`src/rtl/bitop_pkg.sv`:
```
package bitop_pkg;

    typedef enum logic [1:0] {
        BOP_TEST = 2'd0,
        BOP_SET  = 2'd1,
        BOP_CLR  = 2'd2,
        BOP_FLIP = 2'd3
    } bop_e;

    typedef enum logic {
        ST_IDLE = 1'b0,
        ST_DONE = 1'b1
    } bop_state_e;

endpackage

```
`src/rtl/bitop_locate.sv`:
```
module bitop_locate #(
    parameter int DATA_W   = 32,
    parameter int NARROW_W = 16,
    parameter int ADDR_W   = 32,
    localparam int IDX_W   = $clog2(DATA_W)
) (
    input  logic              wide,
    input  logic              is_mem,
    input  logic [DATA_W-1:0] bit_num,
    input  logic [ADDR_W-1:0] base_addr,
    output logic [IDX_W-1:0]  pos,
    output logic [ADDR_W-1:0] eff_addr
);
    // widths are powers of two of at least one byte
    localparam int WSH = $clog2(DATA_W);
    localparam int NSH = $clog2(NARROW_W);
    localparam int WB  = WSH - 3;
    localparam int NB  = NSH - 3;

    logic [DATA_W-1:0] nar_num;
    logic [DATA_W-1:0] word_idx;
    logic [ADDR_W-1:0] disp;

    always_comb begin
        nar_num = {{(DATA_W-NARROW_W){1'b0}}, bit_num[NARROW_W-1:0]};
        if (wide) begin
            pos      = bit_num[IDX_W-1:0];
            word_idx = bit_num >> WSH;
            disp     = ADDR_W'(word_idx) << WB;
        end else begin
            pos      = IDX_W'(bit_num[NSH-1:0]);
            word_idx = nar_num >> NSH;
            disp     = ADDR_W'(word_idx) << NB;
        end
        eff_addr = is_mem ? (base_addr + disp) : base_addr;
    end

endmodule

```
`src/rtl/bitop_alu.sv`:
```
module bitop_alu
    import bitop_pkg::*;
#(
    parameter int DATA_W   = 32,
    parameter int NARROW_W = 16,
    localparam int IDX_W   = $clog2(DATA_W)
) (
    input  bop_e              op,
    input  logic              wide,
    input  logic [DATA_W-1:0] operand,
    input  logic [IDX_W-1:0]  pos,
    output logic              old_bit,
    output logic [DATA_W-1:0] new_val,
    output logic              writes
);
    logic [DATA_W-1:0] src;
    logic [DATA_W-1:0] mask;

    always_comb begin
        src     = wide ? operand
                       : {{(DATA_W-NARROW_W){1'b0}}, operand[NARROW_W-1:0]};
        mask    = {{(DATA_W-1){1'b0}}, 1'b1} << pos;
        old_bit = src[pos];
        unique case (op)
            BOP_TEST: new_val = src;
            BOP_SET:  new_val = src | mask;
            BOP_CLR:  new_val = src & ~mask;
            BOP_FLIP: new_val = src ^ mask;
            default:  new_val = src;
        endcase
        writes = (op != BOP_TEST);
    end

endmodule

```
`src/rtl/bitop_ctrl.sv`:
```
module bitop_ctrl
    import bitop_pkg::*;
(
    input  logic clk,
    input  logic rst_n,
    input  logic start,
    output logic done,
    output logic capture
);
    bop_state_e state_q, state_d;

    always_comb begin
        state_d = state_q;
        unique case (state_q)
            ST_IDLE: if (start) state_d = ST_DONE;            // launch
            ST_DONE: state_d = start ? ST_DONE : ST_IDLE;     // chain / retire
            default: state_d = ST_IDLE;
        endcase
    end

    always_ff @(posedge clk) begin
        if (!rst_n) state_q <= ST_IDLE;
        else        state_q <= state_d;
    end

    always_comb begin
        done    = (state_q == ST_DONE);
        capture = start;
    end

    AST_DONE_FOLLOWS_START: assert property (@(posedge clk) disable iff (!rst_n)
        start |=> done);
    AST_DONE_NEEDS_START: assert property (@(posedge clk) disable iff (!rst_n)
        !start |=> !done);

endmodule

```
`src/rtl/bit_modify_unit.sv`:
```
module bit_modify_unit
    import bitop_pkg::*;
#(
    parameter int DATA_W   = 32,
    parameter int NARROW_W = 16,
    parameter int ADDR_W   = 32
) (
    input  logic              clk,
    input  logic              rst_n,
    input  logic              start,
    input  logic [1:0]        op,
    input  logic              wide,
    input  logic              is_mem,
    input  logic [DATA_W-1:0] operand,
    input  logic [DATA_W-1:0] bit_num,
    input  logic [ADDR_W-1:0] base_addr,
    output logic              done,
    output logic              carry,
    output logic [DATA_W-1:0] result,
    output logic              wr_en,
    output logic [ADDR_W-1:0] eff_addr
);
    localparam int IDX_W = $clog2(DATA_W);

    logic [IDX_W-1:0]  pos;
    logic [ADDR_W-1:0] addr_c;
    logic              old_bit_c;
    logic [DATA_W-1:0] new_val_c;
    logic              writes_c;
    logic              capture;
    logic              writes_q;
    bop_e              op_e;

    assign op_e = bop_e'(op);

    bitop_locate #(.DATA_W(DATA_W), .NARROW_W(NARROW_W), .ADDR_W(ADDR_W)) locate_i (
        .wide(wide), .is_mem(is_mem), .bit_num(bit_num),
        .base_addr(base_addr), .pos(pos), .eff_addr(addr_c)
    );

    bitop_alu #(.DATA_W(DATA_W), .NARROW_W(NARROW_W)) alu_i (
        .op(op_e), .wide(wide), .operand(operand), .pos(pos),
        .old_bit(old_bit_c), .new_val(new_val_c), .writes(writes_c)
    );

    bitop_ctrl ctrl_i (
        .clk(clk), .rst_n(rst_n), .start(start),
        .done(done), .capture(capture)
    );

    always_ff @(posedge clk) begin
        if (!rst_n) begin
            carry    <= 1'b0;
            result   <= '0;
            writes_q <= 1'b0;
            eff_addr <= '0;
        end else if (capture) begin
            carry    <= old_bit_c;
            result   <= new_val_c;
            writes_q <= writes_c;
            eff_addr <= addr_c;
        end
    end

    assign wr_en = done & writes_q;

    AST_WRITE_ONLY_WITH_DONE: assert property (@(posedge clk) disable iff (!rst_n)
        wr_en |-> done);
    AST_TEST_NEVER_WRITES: assert property (@(posedge clk) disable iff (!rst_n)
        (start && op == 2'd0) |=> !wr_en);
    AST_MODIFY_WRITES: assert property (@(posedge clk) disable iff (!rst_n)
        (start && op != 2'd0) |=> wr_en);
    AST_REG_ADDR_PASS: assert property (@(posedge clk) disable iff (!rst_n)
        (start && !is_mem) |=> eff_addr == $past(base_addr));
    AST_NARROW_UPPER_ZERO: assert property (@(posedge clk) disable iff (!rst_n)
        (start && !wide) |=> result[DATA_W-1:NARROW_W] == '0);
    AST_HOLD_WHEN_IDLE: assert property (@(posedge clk) disable iff (!rst_n)
        !start |=> ($stable(result) && $stable(carry) && $stable(eff_addr)));

endmodule

```
`config.mk`:
```
export PLATFORM = sky130hd
export DESIGN_NAME = bit_modify_unit
export DESIGN_NICKNAME = d
export VERILOG_FILES = /design/src/rtl/bitop_pkg.sv /design/src/rtl/bitop_locate.sv /design/src/rtl/bitop_alu.sv /design/src/rtl/bitop_ctrl.sv /design/src/rtl/bit_modify_unit.sv
export SDC_FILE = /design/constraint.sdc
export NUM_CORES = 1
export LEC_CHECK = 0
export BUFFER_PORTS_ARGS = -buffer_cell sky130_fd_sc_hd__buf_4
export CAP_MARGIN = 5
export CORE_MARGIN = 10
export CORE_UTILIZATION = 50
export CTS_CLUSTER_DIAMETER = 60
export CTS_CLUSTER_SIZE = 24
export DETAILED_ROUTE_END_ITERATION = 8
export GPL_ROUTABILITY_DRIVEN = 0
export PLACE_DENSITY = 0.76
export SETUP_SLACK_MARGIN = 0.4
export SYNTH_ARGS = -nofsm -noshare
export SYNTH_HDL_FRONTEND = slang
export SYNTH_SLANG_ARGS = --single-unit
```
`constraint.sdc`:
```
create_clock -name clk -period 6.2 [get_ports clk]
set_input_delay 0.62 -clock clk [delete_from_list [all_inputs] [get_ports clk]]
set_output_delay 0.62 -clock clk [all_outputs]
set_load 0.005 [all_outputs]
```
* Yosys cells after proc, flatten, opt, wreduce, memory -nomap -nowiden
Cells that the tools add are included.
** Word-level totals
- Memories kept :: 0
- Bits in read-only memories :: 0
- Bits in latches :: 0
- RAM bits :: 0
- Word-level logic and storage cells :: 26
- Register bits :: 67
** Cells by class
- Bitwise logic cells :: 5
- Eq/ne operators :: 3
- Order comparisons :: 1
- Muxes and demuxes :: 8
- $mul :: 0
- Shift-type cells :: 1
- Reduce and logical (&&, ||, !) cells :: 2
- Divide/modulo/power cells :: 0
- $add $sub $neg :: 1
** Operators by type and width (count)
- $pmux W32 S4 :: 1
- $mux W32 :: 2
- $add A32 B32 Y32 :: 1
- $and A32 B32 Y32 :: 1
- $not A32 Y32 :: 1
- $or A32 B32 Y32 :: 1
- $shl A1 B5 Y32 const A :: 1
- $xor A32 B32 Y32 :: 1
- $mux W29 :: 1
- $lt A5 B6 Y1 const B :: 1
- $bmux W1 S5 :: 1
- $mux W5 :: 1
- $eq A2 B2 Y1 const B :: 2
- $eq A2 B1 Y1 const B :: 1
- $logic_not A2 Y1 :: 1
- $mux W1 :: 2
- $reduce_bool A2 Y1 :: 1
- $and A1 B1 Y1 :: 1

* Logic depth before layout (Yosys ltp)
- Depth in word-level cells :: 5
- Gate-level depth with buffers :: 15

* Cells and area by module
Synthesis repeated with hierarchy kept, for this count alone.
** Second synthesis, totals
- Cell total of the unflattened synthesis :: 803
- Area total of the unflattened synthesis :: 7210.7 um^2
** Modules (own cells, without submodules)
- bit_modify_unit :: cells each 214, sequential area each 1321.3 um^2, instances 1, area each 2551.2 um^2
- bitop_alu :: cells each 273, sequential area each 0.0 um^2, instances 1, area each 2392.3 um^2
- bitop_locate :: cells each 313, sequential area each 0.0 um^2, instances 1, area each 2233.4 um^2
- bitop_ctrl :: cells each 3, sequential area each 20.0 um^2, instances 1, area each 33.8 um^2

* Worst setup path before layout
Ideal clock, no wire load.
- Kind :: input to register
- Start point :: input wide
- End point :: register eff_addr[29]
- Slack :: 2.677 ns
- Stages :: 15
- Buffers on the path :: 3
- Setup time :: 0.091 ns
- Arrival time :: 3.432 ns
- Path through :: clkbuf_1 clkbuf_1 buf_1 nor2b_1 ha_1 inv_1 fa_1 and2b_1 o21ai_2 a21boi_2 o21ai_2 o311ai_4 a31oi_1 or3_1 a311oi_1
** Between the ends
- Word-level cells in the longest chain between the ends :: 3
** RTL lines
- start, declared :: RTL line bit_modify_unit.sv:12 : input logic wide,
- $mux W29 :: RTL line bitop_locate.sv:26 : if (wide) begin
- $add A32 B32 Y32 :: RTL line bitop_locate.sv:35 : eff_addr = is_mem ? (base_addr + disp) : base_addr;
- $mux W32 :: RTL line bitop_locate.sv:35
- end signal, assigned :: RTL line bit_modify_unit.sv:61 : eff_addr <= addr_c;
- end, declared :: RTL line bit_modify_unit.sv:21 : output logic [ADDR_W-1:0] eff_addr
Every way passes these cells.
A chain may end at the register's enable or synchronous reset.

* Final worst setup path
Ends and elaborated chain as after synthesis.

==> results.json <==
{
  "postSynthAreaPerCell_sq_um": 8.52,
  "finalSetupViolations": 0,
  "grtUsageMet1_pct": 24.4,
  "clockBufferDepth": 2,
  "drv_slew": 0,
  "port-buffer-count": 169,
  "drt_wl_total_mm": 19.3,
  "fin_worst_skew_ps": 0,
  "internal_power_mw": 1.03,
  "synth_warnings": 0,
  "end_kind": "flop",
  "use_met3_pct": 6.05,
  "final_cells": 1079,
  "synthFlopType": "dfxtp_1",
  "seqPwrFrac_pct": 32.1,
  "finalSetupTns_ps": 0,
  "first_pass_iters": 5,
  "place_area_sq_um": 7850,
  "area.growth.synth_to_final_pct": 24.7,
  "start_util_pct": 51.4,
  "maxSlewHeadroom_pct": 42.7,
  "die_y_um": 134,
  "synth_cells": 767,
  "synth-edff-count": 0,
  "holdBufCountCts": 0,
  "die_area_sq_um": 18000,
  "status": "finished clean",
  "power_density_nw_per_um2": 185,
  "timing.hold.ws_ps": 487,
  "rr_endpoint": "eff_addr[30]",
  "arrival_ps": 3460,
  "wl_per_cell_um": 17.8,
  "grt_pass1_wl_mm": 30.3,
  "critPathLaunchType": "input pin",
  "cts_setup_buffers": 0,
  "drt_iter0_drc": 408,
  "htree_levels": 3,
  "crit_required_ps": 6450,
  "clkTransAtPathRegs_ps": 60,
  "n_antenna_cell": 0,
  "grt_pass1_vias": 5919,
  "p_comb_share_pct": 32.2,
  "ant_nets": 0,
  "hold_violations": 0,
  "grt_use_total_pct": 20.6,
  "vias": 6098,
  "r2r_slack_ps": 5340,
  "min_period_ps": 3200,
  "max_freq_mhz": 312,
  "switching_share_pct": 31.7,
  "min-delay-start": "base_addr[31]",
  "async_flop_share_pct": 0,
  "core_sq_um": 12700,
  "dp_hpwl_mm": 14.8,
  "die_width_um": 134,
  "p_leak_nw": 3.97,
  "r2r_start": "eff_addr[30]",
  "dp.cells": 1063,
  "rsz0062_at_grt": "false",
  "vias_per_cell": 5.65,
  "cts.sinks": 67,
  "postSynthNetCount": 963,
  "min_to": "eff_addr[31]",
  "critical_path_class": "in2reg",
  "ios": 170,
  "drv_cap": 0,
  "nFillCells": 1155,
  "use_met2_pct": 34.4,
  "drive_gt1_share_pct": 26.0,
  "rows": 41,
  "drc_errors": 0,
  "whs_path_depth": 2,
  "cts_root_buf": "clkbuf_16",
  "grt_overflow_total": 0,
  "p_clk_share_pct": 35.7,
  "ys_ff_latch": 67,
  "cts_tree": "built",
  "antenna_found_initial": 0,
  "ir_drop_mv": 0.116,
  "yosysUniqueCellTypes": 56,
  "top_usage_layer": "met2",
  "cts_resized": 0,
  "final_area_sq_um": 8150,
  "clk_latency_ps": 350,
  "post-route-period-util_pct": 51.7,
  "cts_made_buffers": 9,
  "grt_max_degree": 57,
  "layout_commonest_cell": "buf_4",
  "power_switching_uw": 477,
  "layout_common_cells": "170 x buf_4, 92 x ha_1, 80 x nand2_1, 70 x inv_1, 68 x nor2_1",
  "hold_class": "in2reg",
  "tightest_slew_ps": 859,
  "syn-cell-area_sq_um": 6540,
  "worstRegToRegCells": 3,
  "nets": 1098,
  "crit_fanout": 39,
  "synth-seq-area-share_pct": 20.5
}
-- critical path, stage by stage --
cell and delay [ps]:
buf_4 240, nor2b_1 160, ha_1 190, inv_1 60
fa_1 390, and2b_1 220, o21ai_2 70, a21boi_2 210
o21ai_2 160, o311ai_4 330, a31oi_1 190, or3_1 340
a311oi_1 250
-- metal layers --
layer / share of wire [%] / wire [um]
met4: 2.0 / 384
met2: 47 / 9060
met1: 42 / 8170
met3: 8.5 / 1640
met5: 0 / 0
-- final cells by class --
type                    count  area (sq um)  area share, %
multi-input cells         583          4750           58.3
repair buffers            170          1280           15.7
inverters                  71           267           3.27
clock inverters             6          65.1          0.798
clock buffers              10           239           2.93
flip-flops and latches     67          1340           16.4
well taps                 172           215           2.64
-- cell usage after synthesis (2+ instances only) --
library cell	n	area share, %
o21ai_1	4	0.31
and2_1	23	2.2
or3_1	3	0.29
a311oi_1	3	0.40
clkbuf_1	33	1.9
dfxtp_1	67	21
o311ai_0	2	0.27
nand3_1	10	0.77
o31ai_1	3	0.34
mux4_2	37	13
nor2_1	68	3.9
xnor2_1	10	1.3
buf_1	8	0.46
nand2_1	80	4.6
a211oi_1	21	2.4
inv_1	70	4.0
xor2_1	10	1.3
nor3_1	3	0.23
o221ai_1	8	1.1
buf_2	5	0.38
o211ai_1	3	0.34
a31oi_1	10	0.96
a41oi_1	2	0.27
o22ai_1	3	0.29
ha_1	92	18
o21a_1	5	0.57
nand2b_1	7	0.67
o21ai_0	33	2.5
and3_1	4	0.38
a211o_1	2	0.27
a21o_1	14	1.6
nand4_1	4	0.38
mux2_2	6	1.0
a21oi_1	44	3.4
o21ai_2	2	0.27
nor2b_1	9	0.86
mux2i_1	40	6.1
-- power groups by stage --
stage | combinational (mW) | sequential [mW] | clock, mW
4_1_cts | 0.485 | 0.483 | 0.550
2_1_floorplan | 0.299 | 0.493 | 0
5_1_grt | 0.534 | 0.487 | 0.568
3_5_place_dp | 0.482 | 0.492 | 0
3_3_place_gp | 0.474 | 0.492 | 0
6_report | 0.484 | 0.483 | 0.537
-- cell families (layout without fill, tap and decap cells) --
| logic type | Yosys count | count (layout) | share of synthesized area [%] |
|---|---|---|---|
| xor+xnor | 20 | 20 | 2.68 |
| buf+inv | 117 | 257 | 6.81 |
| compound gates | 170 | 170 | 17.2 |
| fa+ha+maj | 93 | 93 | 17.9 |
| mux | 83 | 83 | 19.9 |
| simple gates | 217 | 217 | 15.0 |
| flops | 67 | 67 | 20.5 |
-- through the flow --
stage          utilization [%]  setup slack (ps)  total power [mW]
4_1_cts                   64.1              3040              1.52
5_1_grt                   64.1              2820              1.59
6_report                  64.1              3000              1.50
3_5_place_dp              61.7              2680             0.974
3_3_place_gp              61.7              2770             0.965
2_1_floorplan                -              2680             0.791
-- how the worst max path moves through the flow --
stage	startpoint	end	slack (ps)	cells past startpoint
2_1_floorplan	wide	eff_addr[29]	2680	15
3_3_place_gp	wide	eff_addr[29]	2770	13
3_5_place_dp	wide	eff_addr[29]	2680	13
4_1_cts	wide	eff_addr[29]	3040	13
5_1_grt	wide	eff_addr[29]	2820	13
6_report	wide	eff_addr[29]	3000	13
-- state kept, by name, summed over array words and instances (netlist names) --
register     count
writes_q         1
ctrl_i.done      1
result          32
eff_addr        32
carry            1
No activity file was read; power rests on OpenSTA's default activity.
